## src/rtl/prio_irq_pkg.sv

```systemverilog
// Package: shared types and helpers for the prioritized interrupt controller.
// Assumes level 0 encodes "nothing in service" and smaller numbers outrank.
package prio_irq_pkg;

    // Operation applied to the service-level stack on a clock edge.
    typedef enum logic [1:0] {
        STK_HOLD = 2'd0,
        STK_PUSH = 2'd1,
        STK_POP  = 2'd2,
        STK_SWAP = 2'd3
    } stk_op_e;

    // True when candidate line number cand may preempt service level lvl.
    function automatic logic outranks(input int unsigned cand, input int unsigned lvl);
        return (lvl == 0) || (cand < lvl);
    endfunction

endpackage

```

## src/rtl/prio_irq_pick.sv

```systemverilog
// Module: masked priority selector.
// Marks each request line that outranks the current service level, then
// returns the lowest-numbered such line as a binary code (1..N).
// Assumes bit k of req_i is line k+1; purely combinational.
module prio_irq_pick
    import prio_irq_pkg::*;
#(
    parameter int NUM_LINES = 7,
    parameter int CODE_W    = $clog2(NUM_LINES + 1)
) (
    input  logic [NUM_LINES-1:0] req_i,
    input  logic [CODE_W-1:0]    level_i,
    output logic                 any_o,
    output logic [CODE_W-1:0]    win_code_o
);

    logic [NUM_LINES-1:0] elig;

    // Per-line eligibility against the current service level.
    for (genvar g = 0; g < NUM_LINES; g++) begin : g_elig
        assign elig[g] = req_i[g] && outranks(g + 1, int'(level_i));
    end

    // Pending flag toward the processor.
    assign any_o = |elig;

    // Scan from the least to the most important line so the lowest number wins.
    always_comb begin
        win_code_o = '0;
        for (int k = NUM_LINES - 1; k >= 0; k--) begin
            if (elig[k]) begin
                win_code_o = CODE_W'(k + 1);
            end
        end
    end

endmodule

```

## src/rtl/prio_irq_stack.sv

```systemverilog
// Module: stack of in-service levels.
// Push on an acceptance, pop on end of service, swap when both happen at
// once. The top entry is the current masking level; 0 when empty.
// Assumes the caller never pushes when full (strictly rising priority
// keeps the depth at or below the number of lines).
module prio_irq_stack
    import prio_irq_pkg::*;
#(
    parameter int DEPTH  = 7,
    parameter int CODE_W = 3
) (
    input  logic              clk,
    input  logic              rst_n,
    input  stk_op_e           op_i,
    input  logic [CODE_W-1:0] code_i,
    output logic [CODE_W-1:0] top_o,
    output logic              empty_o
);

    localparam int SPW = $clog2(DEPTH + 1);
    localparam int IW  = (DEPTH > 1) ? $clog2(DEPTH) : 1;

    logic [CODE_W-1:0] mem_q [DEPTH];
    logic [SPW-1:0]    sp_q;
    logic [SPW-1:0]    sp_m1;
    logic [IW-1:0]     top_idx;
    logic [IW-1:0]     wr_idx;

    assign sp_m1   = sp_q - SPW'(1);
    assign top_idx = sp_m1[IW-1:0];
    assign wr_idx  = sp_q[IW-1:0];
    assign empty_o = (sp_q == '0);

    // Current masking level is the top entry, idle code when empty.
    assign top_o = empty_o ? '0 : mem_q[top_idx];

    // Apply the requested stack operation.
    always_ff @(posedge clk) begin
        if (!rst_n) begin
            sp_q <= '0;
            for (int i = 0; i < DEPTH; i++) begin
                mem_q[i] <= '0;
            end
        end else begin
            case (op_i)
                STK_PUSH: begin
                    mem_q[wr_idx] <= code_i;
                    sp_q          <= sp_q + SPW'(1);
                end
                STK_POP: begin
                    sp_q <= sp_m1;
                end
                STK_SWAP: begin
                    mem_q[top_idx] <= code_i;
                end
                default: begin
                end
            endcase
        end
    end


    no_overflow_chk: assert property (@(posedge clk) disable iff (!rst_n)
        (op_i == STK_PUSH) |-> (sp_q < SPW'(DEPTH)));


    no_underflow_chk: assert property (@(posedge clk) disable iff (!rst_n)
        (op_i == STK_POP || op_i == STK_SWAP) |-> !empty_o);


    push_lands_on_top_chk: assert property (@(posedge clk) disable iff (!rst_n)
        (op_i == STK_PUSH) |=> (top_o == $past(code_i)));


    pop_restores_chk: assert property (@(posedge clk) disable iff (!rst_n)
        (op_i == STK_POP) |=> (sp_q == $past(sp_q) - SPW'(1)));

endmodule

```

## src/rtl/prio_irq_ack.sv

```systemverilog
// Module: acknowledge register.
// Turns an acceptance decision into a one-cycle valid strobe plus the
// binary code of the winner; the code reads 0 whenever the strobe is low.
module prio_irq_ack #(
    parameter int CODE_W = 3
) (
    input  logic              clk,
    input  logic              rst_n,
    input  logic              fire_i,
    input  logic [CODE_W-1:0] code_i,
    output logic              ack_valid_o,
    output logic [CODE_W-1:0] ack_code_o
);

    // Register the strobe and gate the code with it.
    always_ff @(posedge clk) begin
        if (!rst_n) begin
            ack_valid_o <= 1'b0;
            ack_code_o  <= '0;
        end else begin
            ack_valid_o <= fire_i;
            ack_code_o  <= fire_i ? code_i : '0;
        end
    end

endmodule

```

## src/rtl/prio_irq_ctrl.sv

```systemverilog
// Module: prioritized interrupt controller, top level.
// Flags pending requests that outrank the current service level, accepts
// the best one when the processor is ready, broadcasts its number on the
// acknowledge field and tracks nested service levels on a stack.
// Assumes level-sensitive requests held until acknowledged.
module prio_irq_ctrl
    import prio_irq_pkg::*;
#(
    parameter int NUM_LINES = 7,
    localparam int CODE_W   = $clog2(NUM_LINES + 1)
) (
    input  logic                 clk,
    input  logic                 rst_n,
    input  logic [NUM_LINES-1:0] req_i,
    input  logic                 cpu_ready_i,
    input  logic                 eoi_i,
    output logic                 irq_o,
    output logic                 ack_valid_o,
    output logic [CODE_W-1:0]    ack_code_o
);

    logic [CODE_W-1:0] level;
    logic              stk_empty;
    logic              any_elig;
    logic [CODE_W-1:0] win_code;
    logic              fire;
    logic              end_svc;
    stk_op_e           stk_op;

    prio_irq_pick #(
        .NUM_LINES (NUM_LINES),
        .CODE_W    (CODE_W)
    ) u_pick (
        .req_i      (req_i),
        .level_i    (level),
        .any_o      (any_elig),
        .win_code_o (win_code)
    );

    prio_irq_stack #(
        .DEPTH  (NUM_LINES),
        .CODE_W (CODE_W)
    ) u_stack (
        .clk     (clk),
        .rst_n   (rst_n),
        .op_i    (stk_op),
        .code_i  (win_code),
        .top_o   (level),
        .empty_o (stk_empty)
    );

    prio_irq_ack #(
        .CODE_W (CODE_W)
    ) u_ack (
        .clk         (clk),
        .rst_n       (rst_n),
        .fire_i      (fire),
        .code_i      (win_code),
        .ack_valid_o (ack_valid_o),
        .ack_code_o  (ack_code_o)
    );

    assign irq_o   = any_elig;
    assign fire    = cpu_ready_i && any_elig;
    assign end_svc = eoi_i && !stk_empty;

    // Choose the stack update from acceptance and end of service.
    always_comb begin
        unique case ({fire, end_svc})
            2'b11:   stk_op = STK_SWAP;
            2'b10:   stk_op = STK_PUSH;
            2'b01:   stk_op = STK_POP;
            default: stk_op = STK_HOLD;
        endcase
    end


    ack_code_nz_chk: assert property (@(posedge clk) disable iff (!rst_n)
        ack_valid_o |-> (ack_code_o != '0));


    ack_idle_zero_chk: assert property (@(posedge clk) disable iff (!rst_n)
        !ack_valid_o |-> (ack_code_o == '0));


    ack_needs_ready_chk: assert property (@(posedge clk) disable iff (!rst_n)
        ack_valid_o |-> $past(cpu_ready_i));


    ack_req_seen_chk: assert property (@(posedge clk) disable iff (!rst_n)
        ack_valid_o |-> ((($past(req_i) >> (ack_code_o - 1'b1)) & NUM_LINES'(1)) != '0));


    ack_sets_level_chk: assert property (@(posedge clk) disable iff (!rst_n)
        ack_valid_o |-> (level == ack_code_o));


    no_repeat_ack_chk: assert property (@(posedge clk) disable iff (!rst_n)
        ack_valid_o |=> (!ack_valid_o || (ack_code_o < $past(ack_code_o))));


    irq_quiet_chk: assert property (@(posedge clk) disable iff (!rst_n)
        (req_i == '0) |-> !irq_o);

endmodule

```

## config.mk

```make
export PLATFORM = sky130hd
export DESIGN_NAME = prio_irq_ctrl
export DESIGN_NICKNAME = d
export VERILOG_FILES = /design/src/rtl/prio_irq_pkg.sv /design/src/rtl/prio_irq_pick.sv /design/src/rtl/prio_irq_stack.sv /design/src/rtl/prio_irq_ack.sv /design/src/rtl/prio_irq_ctrl.sv
export SDC_FILE = /design/constraint.sdc
export NUM_CORES = 1
export LEC_CHECK = 0
export ABC_AREA = 1
export CORE_MARGIN = 3
export CORE_UTILIZATION = 62
export CTS_BUF_LIST = sky130_fd_sc_hd__clkbuf_16
export DETAILED_ROUTE_END_ITERATION = 10
export PLACE_DENSITY = 0.89
export SLEW_MARGIN = 20
export SYNTH_ARGS = -nofsm -noshare
export SYNTH_HDL_FRONTEND = slang
export SYNTH_SLANG_ARGS = --single-unit
export TNS_END_PERCENT = 1
```

## constraint.sdc

```tcl
create_clock -name clk -period 6.5 [get_ports clk]
set_clock_uncertainty 0.05 [all_clocks]
set_input_delay 1.3 -clock clk [delete_from_list [all_inputs] [get_ports clk]]
set_output_delay 1.3 -clock clk [all_outputs]
set_load 0.1 [all_outputs]
```

# Yosys cells after proc, flatten, opt, wreduce, memory -nomap -nowiden
# Memory sizes are Yosys's and may differ from the RTL's.
# Index checks and enable logic that the tools add are counted.
# totals
register_bits	7
mem_bits_rw	21
input_bits	11
word_cells	64
n_memories	1
# op_classes
addsub	2
magnitude_cmp	6
n_eq_ne	6
n_mux	23
n_reduce_logical	23
# memory_table
name	words	width	read_ports	rd_ports_with_merged_regs	wr	line	rtl
u_stack.mem_q	7	3	1	0	7	prio_irq_stack.sv:23	logic [CODE_W-1:0] mem_q [DEPTH];
# op_table
op	n
two-way mux 3 bit	12
logical AND 1 bit	9
less-than comparator 3 bit, first input constant	3
two-way mux 1 bit	9
equality test 2 bit, second input constant	4
OR reduction 7 bit	1
zero test 3 bit	2
logical OR 1 bit	6
less-than comparator 2 x 3 -> 1 bit, first input constant	2
one-hot mux 2 bit (3 select lines)	1
one-hot mux 3 bit (2 select lines)	1
OR reduction 3 bit	2
equality test 2 x 1 -> 1 bit, second input constant	2
adder 3 x 1 -> 3 bit, second input constant	1
less-than comparator 1 x 3 -> 1 bit, first input constant	1
subtractor 3 x 1 -> 3 bit, second input constant	1
AND reduction 2 bit	1
nonzero test 2 bit	1
zero test 1 bit	1

# Longest topological paths before layout
# An unclocked memory read counts as a cell.
# logic_depth
word_depth	17
mapped_depth	28
mapped_depth_nobuf	26

# Modules after synthesis
# A second synthesis with hierarchy kept.
# hier_totals
hier_cells	230
hier_area_um2	1795.5
# modules_own_cells
module	instances	cells_per_inst	area_per_inst_um2	seq_area_each_um2
prio_irq_stack	1	174	1468.9	750.7
prio_irq_pick	1	40	196.4	0.0
prio_irq_ack	1	12	112.6	80.1
prio_irq_ctrl	1	4	17.5	0.0

# Least setup slack after synthesis
# Ideal clock, no wire load.
# synth_timing
kind	register to register
start	reg u_stack.sp_q[0]
end	mem u_stack.mem_q[6][0]
setup_ps	113
t_arrival_ps	3640
setup_slack_ps	2697
stages_incl_launch_ff	28
synth_period_minus_slack_ps	3803
path_cell_list	dfxtp_1 inv_2 buf_6 ha_1 buf_2 inv_1 nand3_1 nand3_2 nand2_1 nor2_1 nand2_1 nand3_1 nand2_1 nand2_2 nor2_4 nand2_4 nand2_4 inv_1 ha_1 nand2_1 inv_2 a21oi_1 a21oi_2 inv_1 nor3_1 nand2_1 nor2_1 nor2_1
# synth_rtl
item	line	rtl
start: declaration	prio_irq_stack.sv:24	logic [SPW-1:0] sp_q;
start signal: assignment	prio_irq_stack.sv:48	sp_q <= sp_q + SPW'(1);
start signal: assignment	prio_irq_stack.sv:51	sp_q <= sp_m1;
end: declaration	prio_irq_stack.sv:23	

# Worst setup path after layout
# layout_timing
start	reg u_stack.sp_q[0]
end	out irq_o
# layout_between
elab_chain_cells	7
elab_cells_between_ends	25
classes_between	add/sub: 1; order compare: 6; mux: 1; reduce/logical: 16; memory: 1
# layout_rtl
item	line	rtl
subtractor 3 x 1 -> 3 bit	prio_irq_stack.sv:29	assign sp_m1 = sp_q - SPW'(1);
memory read (7 x 3 bit)	--	
two-way mux 3 bit (*)	prio_irq_stack.sv:35	assign top_o = empty_o ? '0 : mem_q[top_idx];
less-than comparator 1 x 3 -> 1 bit (tied with other cells)	prio_irq_pkg.sv:15	return (lvl == 0) || (cand < lvl);
logical OR 1 bit	prio_irq_pkg.sv:15	
logical AND 1 bit	prio_irq_pick.sv:21	assign elig[g] = req_i[g] && outranks(g + 1, int'(level_i));
OR reduction 7 bit (*)	prio_irq_pick.sv:25	assign any_o = |elig;
end: declaration	prio_irq_ctrl.sv:17	output logic irq_o,
# Every way passes the cells marked *; elsewhere a longest branch is shown, timed or not.

==> flow_summary_export.csv <==
group,metric,value,unit
run_status,run_status,"finished, final reports clean",
floorplan,coreArea,2900,um2
global_route,grt_util_met2,40.1,%
setup_path,worstSetupStartpointType,"flop",
finish,mostFrequentLayoutCell,"nand2_1",
setup_path,critical_path_peak_fanout,17,
finish,final_core_util,78.8,%
detailed_routing,initialDrtViolationCount,75,
synth,ys_top_cells_by_area,"edfxtp_1 (32%), nand2_1 (11%), dfxtp_1 (10%), inv_1 (9.1%), nand3_1 (6.6%)",
timing,worst_pin_slew,0.968,ns
timing,hold_violations,0,
finish,fin_nets,293,
cts,cts_setup_buffers,0,
setup_path,crit_required,5.15,ns
cts,hold_buffers,0,
global_route,antenna_found_initial,0,
job,maxCapViolations,0,
setup_path,cp_cell_sequence,"inv_2 -> ha_1 -> inv_1 -> nand3_1 -> nand3_1 -> nand3_2 -> nand2_2 -> nand2_1 -> nand3_2 -> nand2_2 -> nor2_4 -> nand2_4 -> clkdlybuf4s50_1",
timing,slew_violations,0,
synth,yosys.area.top_type_share,31.8,%
timing,post-route-period-util,80.5,%
setup_path,critPathArrivalTime,3.88,ns
setup_path,critical_path.slowest_cell,"clkdlybuf4s50_1",
floorplan,dieArea,3910,um2
setup_path,critical-path-top-delay-family,"buffers and inverters",
hold_path,hold_path.class,"flop to flop",
cts,cts.clk_slew.worst_paths,0.05,ns
synth,dominantRegCellSynth,"edfxtp_1",
placement,portBuffers,15,
finish,area_growth,15.3,%
detailed_routing,routed_wl,4230,um
floorplan,die_h,62.5,um
synth,yosys.cell_types.count,27,
timing,finalSetupViolCount,0,
global_route,grt_util_all_layers,24.6,%
cts,ctsResizeCount,0,
floorplan,initial_core_util,68.3,%
detailed_routing,via_count,1652,
detailed_routing,drc,0,
detailed_routing,wl_per_cell,13.3,um
synth,synth_cells,259,
cts,clock_path_buffers,2,
global_route,grt_max_degree,18,
setup_path,setup.worst_path.end_class,"output port",
synth,seq_area_frac_synth,41.9,%
timing,setup_tns,0,ns
synth,yosysTopAreaCell,"edfxtp_1",
setup_path,startpoint,"u_stack.sp_q[0]",
setup_path,critPathKind,"flop to output port",
synth,synthesis.area,1980,um2
hold_path,hp-start,"u_stack.mem_q[6][1]",
synth,synth-edff-count,21,
detailed_routing,viasPerCell,5.18,
setup_path,crit_buf_inv,3,
setup_path,r2r_start,"u_stack.sp_q[0]",
finish,n_antenna_cell,0,
finish,drive_gt1_share,13.0,%
global_route,met1_usage,30.9,%
hold_path,holdPathStages,2,
detailed_routing,postRouteAntennaNets,0,
synth,synth_warnings,0,
placement,place_congestion,0.853,
synth,syn_nets,276,
setup_path,worstRegToRegCells,25,
synth,avgSynthCellArea,7.65,um2
floorplan,rows,19,
cts,cts_tree,"built",
floorplan,fp.dieW,62.5,um
synth,ys_seq_elements,31,
global_route,busiest_layer,"met2",
timing,slew_headroom,35.3,%
global_route,grt_pass1_vias,1632,
cts,numCtsBuffers,5,
setup_path,cpPeakStageDelay,1.12,ns
timing,period_needed,5.23,ns
global_route,grt.overflow.total,0,
finish,fillers,211,
placement,dp_hpwl,3170,um
synth,async_reset_ff_share,0,%
floorplan,pin_count,16,
global_route,grt_pass1_wl,7550,um
setup_path,crit_cells,13,
cts,clockRootBuffer,"clkbuf_16",
cts,clk-insertion-delay-late,0.28,ns
global_route,grtUsageMet3,5.76,%
cts,clkSinkCount,31,
cts,h-tree-depth,2,
finish,layout.cells.most_common_list,"nand2_1 (60), inv_1 (49), nor2_1 (34)",
detailed_routing,firstDrtPassIters,4,
timing,fmax,191,MHz
timing,rsz0062_at_grt,"false",
## cells in the mapped netlist, types with 2 or more instances
master and n:
a21oi_1 7, buf_2 3, buf_6 2, dfxtp_1 10, edfxtp_1 21, ha_1 6, inv_1 48, inv_2 4
nand2_1 60, nand2_2 6, nand2_4 3, nand3_1 26, nand3_2 11, nand4_1 2, nor2_1 34, nor2_4 3
o21ai_0 3
## flip-flops by register name (all words and copies together) (netlist names)
| register | flops |
|---|---|
| u_ack.ack_code_o | 3 |
| u_ack.ack_valid_o | 1 |
| u_stack.mem_q | 24 |
| u_stack.sp_q | 3 |
## final timing paths
kind	slack (ns)	end
worst max-delay path	1.27	irq_o
worst min-delay path	0.44	u_stack.mem_q[6][1]
worst min register to register	0.44	u_stack.mem_q[6][1]
worst max register to register	1.89	u_stack.mem_q[6][0]
## worst min-delay path, delay by kind of cell (launching register included)
kind	cells	cell delay (ns)
and+or+nand+nor	1	0.08
DFF	1	0.33
AOI/OAI and AO/OA	1	0.05
## stage by stage
stage / cells / hold WS [ns] / area [um2] / setup WS (ns)
floorplan: 259 / 0.402 / 1980 / 2.70
global placement: 311 / 0.416 / 2150 / 1.69
detailed placement: 311 / 0.417 / 2150 / 1.62
CTS: 319 / 0.441 / 2280 / 1.29
global route: 319 / 0.492 / 2280 / 1.05
finish: 319 / 0.443 / 2280 / 1.27
## cell families (layout without fill, tap and decap cells)
logic type                 Yosys count  in the layout  synth area share [%]
AOI/OAI and AO/OA                   15             15                  4.42
xor gates and xnor gates             3              3                  1.70
adders and majority gates            6              6                  3.79
buffers and inverters               57             75                  11.7
DFF                                 31             31                  41.9
and+or+nand+nor                    147            147                  36.4
## area by class of cell
type                       count  area (um2)  area share [%]
tap                           42        52.6            2.30
clock buffer                   5         125            5.48
inverter                      52         195            8.54
sequential                    31         831            36.4
clock inverter                 3        12.5           0.548
multi-input combinational    171         918            40.2
timing repair buffer          15         150            6.57
## per-layer routing
layer / vias up / routed length (um)
met3: 9 / 246
met5: - / 0
li1: 843 / -
met1: 747 / 1850
met2: 53 / 2040
met4: 0 / 93
Power is not shown: default switching activity piles up to over one toggle a cycle in this logic, so the estimate is an artifact.
